===== src/rtl/dmac_pkg.sv =====
package dmac_pkg;

    localparam int DMAC_NCH = 4;

    typedef enum logic [2:0] {
        ST_IDLE   = 3'd0,
        ST_HOLD   = 3'd1,
        ST_SELECT = 3'd2,
        ST_MEM    = 3'd3,
        ST_UPDATE = 3'd4
    } dmac_state_e;

    localparam logic [2:0] FLD_ADDR  = 3'd0;
    localparam logic [2:0] FLD_COUNT = 3'd1;
    localparam logic [2:0] FLD_PAGE  = 3'd2;
    localparam logic [2:0] FLD_MODE  = 3'd3;
    localparam logic [2:0] FLD_MASK  = 3'd4;
    localparam logic [2:0] FLD_FFCLR = 3'd5;

    localparam logic [1:0] XT_VERIFY   = 2'd0;
    localparam logic [1:0] XT_TO_MEM   = 2'd1;
    localparam logic [1:0] XT_FROM_MEM = 2'd2;
    localparam logic [1:0] XT_ILLEGAL  = 2'd3;

    typedef struct packed {
        logic       autoinit;
        logic [1:0] xtype;
    } dmac_mode_t;

endpackage


===== src/rtl/dmac_prio.sv =====
module dmac_prio #(
    parameter int N = 4
) (
    input  logic [N-1:0]         req,
    output logic                 found,
    output logic [$clog2(N)-1:0] idx
);
    localparam int IW = $clog2(N);

    // lowest index wins: scan downward so the last hit is the smallest
    always_comb begin
        found = 1'b0;
        idx   = '0;
        for (int i = N - 1; i >= 0; i--) begin
            if (req[i]) begin
                found = 1'b1;
                idx   = IW'(i);
            end
        end
    end
endmodule


===== src/rtl/dmac_ctl.sv =====
module dmac_ctl
    import dmac_pkg::*;
#(
    parameter int NCH = 4,
    parameter int AW  = 16,
    parameter int PW  = 8,
    parameter int DW  = 8
) (
    input  logic                     clk,
    input  logic                     rst_n,
    input  logic                     wr_en,
    input  logic [2:0]               wr_field,
    input  logic [$clog2(NCH)-1:0]   wr_chan,
    input  logic [DW-1:0]            wr_data,
    input  logic                     step_en,
    input  logic [$clog2(NCH)-1:0]   step_chan,
    output logic [NCH-1:0]           mask,
    output logic [NCH-1:0][AW-1:0]   cur_addr,
    output logic [NCH-1:0][AW-1:0]   cur_count,
    output logic [NCH-1:0][PW-1:0]   page,
    output logic [NCH-1:0][1:0]      xtype
);
    localparam int HW = AW - DW;

    logic ff_q;

    // byte pointer shared by every address and count register of this controller
    always_ff @(posedge clk) begin
        if (!rst_n) begin
            ff_q <= 1'b0;
        end else if (wr_en) begin
            if (wr_field == FLD_FFCLR) begin
                ff_q <= 1'b0;
            end else if (wr_field == FLD_ADDR || wr_field == FLD_COUNT) begin
                ff_q <= ~ff_q;
            end
        end
    end

    for (genvar c = 0; c < NCH; c++) begin : g_ch
        logic              m_q;
        logic [AW-1:0]     ba_q, ca_q, bc_q, cc_q;
        logic [PW-1:0]     pg_q;
        dmac_mode_t        md_q;
        logic              wr_hit, step_hit, expire;

        assign wr_hit   = wr_en && (wr_chan == c);
        assign step_hit = step_en && (step_chan == c);
        assign expire   = (cc_q == '0);

        always_ff @(posedge clk) begin
            if (!rst_n) begin
                m_q  <= 1'b1;
                ba_q <= '0;
                ca_q <= '0;
                bc_q <= '0;
                cc_q <= '0;
                pg_q <= '0;
                md_q <= '0;
            end else begin
                if (step_hit) begin
                    if (expire && md_q.autoinit) begin
                        ca_q <= ba_q;
                        cc_q <= bc_q;
                    end else begin
                        ca_q <= ca_q + 1'b1;
                        cc_q <= cc_q - 1'b1;
                    end
                    if (expire && !md_q.autoinit) begin
                        m_q <= 1'b1;
                    end
                end
                // a host write in the same cycle takes precedence
                if (wr_hit) begin
                    case (wr_field)
                        FLD_ADDR: begin
                            if (ff_q) begin
                                ba_q[AW-1:DW] <= wr_data[HW-1:0];
                                ca_q[AW-1:DW] <= wr_data[HW-1:0];
                            end else begin
                                ba_q[DW-1:0] <= wr_data;
                                ca_q[DW-1:0] <= wr_data;
                            end
                        end
                        FLD_COUNT: begin
                            if (ff_q) begin
                                bc_q[AW-1:DW] <= wr_data[HW-1:0];
                                cc_q[AW-1:DW] <= wr_data[HW-1:0];
                            end else begin
                                bc_q[DW-1:0] <= wr_data;
                                cc_q[DW-1:0] <= wr_data;
                            end
                        end
                        FLD_PAGE: pg_q <= wr_data[PW-1:0];
                        FLD_MODE: md_q <= dmac_mode_t'(wr_data[2:0]);
                        FLD_MASK: m_q  <= wr_data[0];
                        default: begin
                        end
                    endcase
                end
            end
        end

        assign mask[c]      = m_q;
        assign cur_addr[c]  = ca_q;
        assign cur_count[c] = cc_q;
        assign page[c]      = pg_q;
        assign xtype[c]     = md_q.xtype;
    end
endmodule


===== src/rtl/dma_cascade_pair.sv =====
module dma_cascade_pair
    import dmac_pkg::*;
#(
    parameter int AW = 16,
    parameter int PW = 8,
    parameter int DW = 8
) (
    input  logic                    clk,
    input  logic                    rst_n,
    input  logic [2*DMAC_NCH-1:0]   dreq,
    output logic                    hold_req,
    input  logic                    hold_ack,
    input  logic                    reg_we,
    input  logic [2:0]              reg_chan,
    input  logic [2:0]              reg_field,
    input  logic [DW-1:0]           reg_wdata,
    output logic [2*DMAC_NCH-1:0]   dack,
    output logic                    mem_req,
    output logic                    mem_we,
    output logic                    mem_word,
    output logic [PW+AW-1:0]        mem_addr,
    input  logic                    mem_ack,
    output logic                    tc_pulse
);
    localparam int NCH = DMAC_NCH;
    localparam int CW  = $clog2(NCH);

    // ---------------- per-controller register files ----------------
    logic [NCH-1:0]          s_mask, m_mask;
    logic [NCH-1:0][AW-1:0]  s_addr, m_addr, s_cnt, m_cnt;
    logic [NCH-1:0][PW-1:0]  s_page, m_page;
    logic [NCH-1:0][1:0]     s_xt, m_xt;
    logic                    s_step, m_step;
    logic [CW:0]             sel_chan;
    logic [1:0]              sel_type;

    dmac_ctl #(.NCH(NCH), .AW(AW), .PW(PW), .DW(DW)) u_slave (
        .clk       (clk),
        .rst_n     (rst_n),
        .wr_en     (reg_we && !reg_chan[CW]),
        .wr_field  (reg_field),
        .wr_chan   (reg_chan[CW-1:0]),
        .wr_data   (reg_wdata),
        .step_en   (s_step),
        .step_chan (sel_chan[CW-1:0]),
        .mask      (s_mask),
        .cur_addr  (s_addr),
        .cur_count (s_cnt),
        .page      (s_page),
        .xtype     (s_xt)
    );

    dmac_ctl #(.NCH(NCH), .AW(AW), .PW(PW), .DW(DW)) u_master (
        .clk       (clk),
        .rst_n     (rst_n),
        .wr_en     (reg_we && reg_chan[CW]),
        .wr_field  (reg_field),
        .wr_chan   (reg_chan[CW-1:0]),
        .wr_data   (reg_wdata),
        .step_en   (m_step),
        .step_chan (sel_chan[CW-1:0]),
        .mask      (m_mask),
        .cur_addr  (m_addr),
        .cur_count (m_cnt),
        .page      (m_page),
        .xtype     (m_xt)
    );

    // ---------------- request gathering and arbitration ----------------
    logic [NCH-1:0] s_pend, m_raw, m_pend;
    logic           any_pend;
    logic           s_found, m_found, pick_ok;
    logic [CW-1:0]  s_idx, m_idx;
    logic [CW:0]    pick_chan;
    logic [1:0]     pick_type;
    logic           unused_cascade_line;

    assign unused_cascade_line = dreq[NCH];  // local 0 of the master is the cascade input

    assign s_pend   = dreq[NCH-1:0] & ~s_mask;
    assign m_raw    = {dreq[2*NCH-1:NCH+1], |s_pend};
    assign m_pend   = m_raw & ~m_mask;
    assign any_pend = |m_pend;

    dmac_prio #(.N(NCH)) u_mprio (.req(m_pend), .found(m_found), .idx(m_idx));
    dmac_prio #(.N(NCH)) u_sprio (.req(s_pend), .found(s_found), .idx(s_idx));

    assign pick_chan = (m_idx == '0) ? {1'b0, s_idx} : {1'b1, m_idx};
    assign pick_ok   = m_found && ((m_idx != '0) || s_found);
    assign pick_type = pick_chan[CW] ? m_xt[pick_chan[CW-1:0]] : s_xt[pick_chan[CW-1:0]];

    // ---------------- selected channel view ----------------
    logic            sel_master;
    logic [CW-1:0]   sel_loc;
    logic [AW-1:0]   sel_addr, sel_count;
    logic [PW-1:0]   sel_page;

    assign sel_master = sel_chan[CW];
    assign sel_loc    = sel_chan[CW-1:0];
    assign sel_addr   = sel_master ? m_addr[sel_loc] : s_addr[sel_loc];
    assign sel_count  = sel_master ? m_cnt[sel_loc]  : s_cnt[sel_loc];
    assign sel_page   = sel_master ? m_page[sel_loc] : s_page[sel_loc];

    // ---------------- state machine ----------------
    dmac_state_e state_q, state_d;

    always_ff @(posedge clk) begin
        if (!rst_n) begin
            state_q <= ST_IDLE;
        end else begin
            state_q <= state_d;
        end
    end

    always_ff @(posedge clk) begin
        if (!rst_n) begin
            sel_chan <= '0;
            sel_type <= XT_VERIFY;
        end else if (state_q == ST_SELECT) begin
            sel_chan <= pick_chan;
            sel_type <= pick_type;
        end
    end

    always_comb begin
        state_d = state_q;
        unique case (state_q)
            ST_IDLE: begin
                if (any_pend) state_d = ST_HOLD;
            end
            ST_HOLD: begin
                if (!any_pend)     state_d = ST_IDLE;
                else if (hold_ack) state_d = ST_SELECT;
            end
            ST_SELECT: begin
                if (!pick_ok) begin
                    state_d = ST_IDLE;
                end else if (pick_type == XT_TO_MEM || pick_type == XT_FROM_MEM) begin
                    state_d = ST_MEM;
                end else begin
                    state_d = ST_UPDATE;
                end
            end
            ST_MEM: begin
                if (mem_ack) state_d = ST_UPDATE;
            end
            ST_UPDATE: begin
                state_d = ST_IDLE;
            end
            default: state_d = ST_IDLE;
        endcase
    end

    always_comb begin
        hold_req = any_pend;
        dack     = '0;
        mem_req  = 1'b0;
        tc_pulse = 1'b0;
        s_step   = 1'b0;
        m_step   = 1'b0;
        unique case (state_q)
            ST_IDLE, ST_HOLD, ST_SELECT: begin
            end
            ST_MEM: begin
                hold_req       = 1'b1;
                mem_req        = 1'b1;
                dack[sel_chan] = 1'b1;
                if (!sel_master) dack[NCH] = 1'b1;
            end
            ST_UPDATE: begin
                hold_req       = 1'b1;
                dack[sel_chan] = 1'b1;
                if (!sel_master) dack[NCH] = 1'b1;
                tc_pulse       = (sel_count == '0);
                s_step         = !sel_master;
                m_step         = sel_master;
            end
            default: begin
            end
        endcase
    end

    assign mem_we   = mem_req && (sel_type == XT_TO_MEM);
    assign mem_word = mem_req && sel_master;
    assign mem_addr = {sel_page, sel_addr};

endmodule


===== config.mk =====
export PLATFORM = sky130hd
export DESIGN_NAME = dma_cascade_pair
export DESIGN_NICKNAME = d
export VERILOG_FILES = /design/src/rtl/dmac_pkg.sv /design/src/rtl/dmac_prio.sv /design/src/rtl/dmac_ctl.sv /design/src/rtl/dma_cascade_pair.sv
export SDC_FILE = /design/constraint.sdc
export NUM_CORES = 2
export LEC_CHECK = 0
export CORE_MARGIN = 1
export CORE_UTILIZATION = 60
export CTS_CLUSTER_DIAMETER = 50
export DETAILED_ROUTE_END_ITERATION = 6
export GPL_TIMING_DRIVEN = 1
export HOLD_SLACK_MARGIN = 0.1
export PLACE_DENSITY_LB_ADDON = 0.1
export SYNTH_ARGS = -nofsm -noshare
export SYNTH_HDL_FRONTEND = slang
export SYNTH_SLANG_ARGS = --single-unit

===== constraint.sdc =====
create_clock -name clk -period 2.9 [get_ports clk]
set_input_delay 0.58 -clock clk [delete_from_list [all_inputs] [get_ports clk]]
set_output_delay 0.58 -clock clk [all_outputs]
set_load 0.02 [all_outputs]

==> results.ini <==
[finish]
finish.instance_area_um2=37300
fin_nets=4498
drive_above_1_share_pct=13.0
synthToLayoutAreaGrowth_pct=18.2

[yosys]
synth_area_um2=31500
post_synth_net_total=4342
share_of_synthesized_registers_carrying_an_async_set_or_reset_pct=0
synthFlopType=sky130_fd_sc_hd__dfxtp_1
synthTopCellsByArea=sky130_fd_sc_hd__dfxtp_1 39%, sky130_fd_sc_hd__a21oi_1 12%, sky130_fd_sc_hd__nand2_1 10%
synth-edff-count=0
synthCells=4291
synth_common_cells=875 x sky130_fd_sc_hd__nand2_1, 764 x sky130_fd_sc_hd__a21oi_1, 616 x sky130_fd_sc_hd__dfxtp_1, 425 x sky130_fd_sc_hd__nor2_1, 283 x sky130_fd_sc_hd__clkbuf_1
synthesis.yosys.warnings=0
postSynthAreaPerCell_um2=7.35
synth_sequential_area_ratio_pct=39.1
ys_ff_latch=616
synth_top_area_share_pct=39.1
synth_top_cell_by_area=sky130_fd_sc_hd__dfxtp_1
synth.distinct_cells=70
synth_most_common_cell=sky130_fd_sc_hd__nand2_1

[die]
fp.dieH_um=231
pin_count=64
core.rowCount=83
core_um2=51600
floorplan.die.width_um=231
initial_utilization_pct=61.1
die-area_um2=53500

[clocking]
numCtsBuffers=72
ctsHtreeMaxLevel=3
cts_hold_buf=0
clockRootBuffer=sky130_fd_sc_hd__clkbuf_16
cts.path.max_buffers=3
clock_tree_from_tritoncts=done
cts_clk_pin_slew_worst_paths_ps=60
clock_insertion_delay_worst_skew_ps=620
cts.sinks=616

[route]
drt-total-wl_mm=106
first_pass_iters=7
per_cell_routed_wire_length_um=20.4
via_count=33200
remaining_drc_errors=0
drt_first_iter_violations=4116
postRouteAntennaNets=0
avgViaCountPerCell=6.40

[worst_setup_path]
timing.critical_path.fanout_max=2
regToRegStartpoint=u_master.g_ch[1].cc_q[13]
regToRegSetupSlack_ps=230
path_class=flop to output port
critPathCaptureType=output port
start_kind=flop
critical_path.reg2reg.endpoint=u_master.g_ch[1].ca_q[6]
r2r_cells=9
critical_path_required_ps=2320
worst-endpoint-arrival_ps=2790

[global_routing]
grt_overflow_total=0
grt_antenna_before_repair=6
grt_util_all_layers_pct=38.7
first_global_vias=29800
grt_pass1_wl_mm=165
grt_max_degree=87

[timing]
report.final.setup_viol=16
max_slew_vio_count=0
layout_worst_path_cycle_share_pct=116
worstMarginPinSlew_ps=876
max_clock_freq_mhz=296
setup_slack_ps=-474
max_slew_margin_pct=41.2
finalWorstPathRequiredPeriod_ps=3370
skew_final_ps=21.9
count_of_final_hold_check_violations=0
grt_setup_unrepaired=true

[place]
postPlaceCellArea_um2=34400
port-buffer-count=62
post-dp-hpwl_mm=67.3
gpl.final_weighted_congestion=0.971

[min_path]
whs_path_depth=2
hold-path-endpoint=u_master.g_ch[2].bc_q[4]
hold_path_class=flop to flop
min-delay-start=u_master.g_ch[2].bc_q[4]

[status]
status=complete, but fails checks
failing_checks=negative setup slack

[power]
pwr-share-seq_pct=45.9
static-leakage-power_nw=13.5
switchingPower_mw=4.29
power_report.internal_total_mw=14.2
vdd_ir_drop_max_mv=0.492
p_sw_share_pct=23.1
power_mw=18.5
pwr_density_cell_nw_per_um2=497
power.share.clock_pct=50.2
power.share.combinational_pct=4.0

[job]
max-cap-violations=0

==> layout make-up <==
cell class                      instances  area (µm²)
Fill cell                            4254       14300
Sequential cell                       616       12300
Clock inverter                         26         265
Clock buffer                          105        2170
Antenna cell                            5        12.5
Multi-Input combinational cell       3299       17900
Inverter                               61         236
Timing Repair Buffer                  397        3500
Tap cell                              680         851
==> routing by layer <==
layer / global-route usage [%] / up-vias / wire length, µm
met4: 19.0 / 6 / 5070
met1: 53.9 / 15600 / 43900
li1: - / 15600 / -
met5: 0 / - / 35
met2: 56.9 / 1663 / 45400
met3: 7.85 / 336 / 11500
==> sequential cells by signal (all words and copies together), names as in the netlist, 64 cells and up <==
signal	count
u_master.g_ch.ba_q	64
u_master.g_ch.bc_q	64
u_master.g_ch.ca_q	64
u_master.g_ch.cc_q	64
u_slave.g_ch.ba_q	64
u_slave.g_ch.bc_q	64
u_slave.g_ch.ca_q	64
u_slave.g_ch.cc_q	64
==> through the flow <==
step	std cells	utilization (%)	setup TNS, ps	hold slack, ps	setup WS (ps)
finish	5189	72.2	-2960	449	-474
global route	5186	72.2	-3480	465	-562
CTS	5177	72.0	-2080	437	-464
detailed placement	5026	66.7	-496	443	-394
global placement	5026	66.7	-497	438	-405
floorplan	4291	-	0	431	78.4
==> worst max path at each step <==
stage	from	slack [ps]	depth (start not counted)	to
final	u_master.g_ch[2].cc_q[6]	-470	8	tc_pulse
after global routing	u_master.g_ch[2].cc_q[0]	-560	8	tc_pulse
after CTS	u_master.g_ch[2].cc_q[0]	-460	8	tc_pulse
after detailed placement	u_master.g_ch[2].cc_q[2]	-390	8	tc_pulse
after global placement	u_slave.g_ch[1].cc_q[13]	-400	10	tc_pulse
after floorplan	u_master.g_ch[2].cc_q[2]	80	7	tc_pulse
==> cells by family after synthesis <==
family,count (synthesis),synth area share [%]
AND/OR/NAND/NOR,1779,24.4
AO/OA/AOI/OAI,1387,25.5
flip-flops,616,39.1
buffers and inverters,376,4.59
multiplexers,105,5.32
adder cells (fa/ha/maj),24,0.952
XOR/XNOR,4,0.111
==> cells in the final DEF (no fill, tap or decap), types with 24 or more instances in the layout <==
cell type,count
sky130_fd_sc_hd__o221ai_1,59
sky130_fd_sc_hd__o211ai_1,71
sky130_fd_sc_hd__nand2b_1,26
sky130_fd_sc_hd__nor3_1,75
sky130_fd_sc_hd__and3_1,38
sky130_fd_sc_hd__clkbuf_16,75
sky130_fd_sc_hd__dfxtp_1,612
sky130_fd_sc_hd__buf_12,26
sky130_fd_sc_hd__nor2_1,420
sky130_fd_sc_hd__nand4_1,45
sky130_fd_sc_hd__mux4_2,50
sky130_fd_sc_hd__nand2_1,864
sky130_fd_sc_hd__o21ai_0,236
sky130_fd_sc_hd__a211oi_1,34
sky130_fd_sc_hd__a21oi_1,764
sky130_fd_sc_hd__ha_1,24
sky130_fd_sc_hd__mux2i_1,53
sky130_fd_sc_hd__a31oi_1,52
sky130_fd_sc_hd__buf_4,299
sky130_fd_sc_hd__nand3_1,144
sky130_fd_sc_hd__inv_1,59
==> power groups by stage <==
stage                     sequential, mW  clock [mW]  combinational [mW]
after detailed placement            8.69           0               0.706
after global routing                8.50        9.71               0.765
final                               8.51        9.30               0.734
after floorplan                     8.68           0               0.387
after CTS                           8.50        9.35               0.710
after global placement              8.69           0               0.703
==> repair_timing <==
item,in CTS,in global routing
cloned,4,0
gates resized for setup,94,29
hold endpoints to repair,0,0
setup buffers,16,8
pin swaps,8,4
endpoints found under the setup margin,35,29
==> worst max-delay path, stage by stage (launching register included) <==
cell and delay [ps]:
sky130_fd_sc_hd__dfxtp_1 300, sky130_fd_sc_hd__or3_1 410, sky130_fd_sc_hd__or3_4 390, sky130_fd_sc_hd__mux4_2 500, sky130_fd_sc_hd__nand2_2 80, sky130_fd_sc_hd__o211ai_1 90, sky130_fd_sc_hd__a21oi_1 140, sky130_fd_sc_hd__buf_4 150
sky130_fd_sc_hd__buf_6 120
Note: power is estimated with default switching activity, not from simulation.
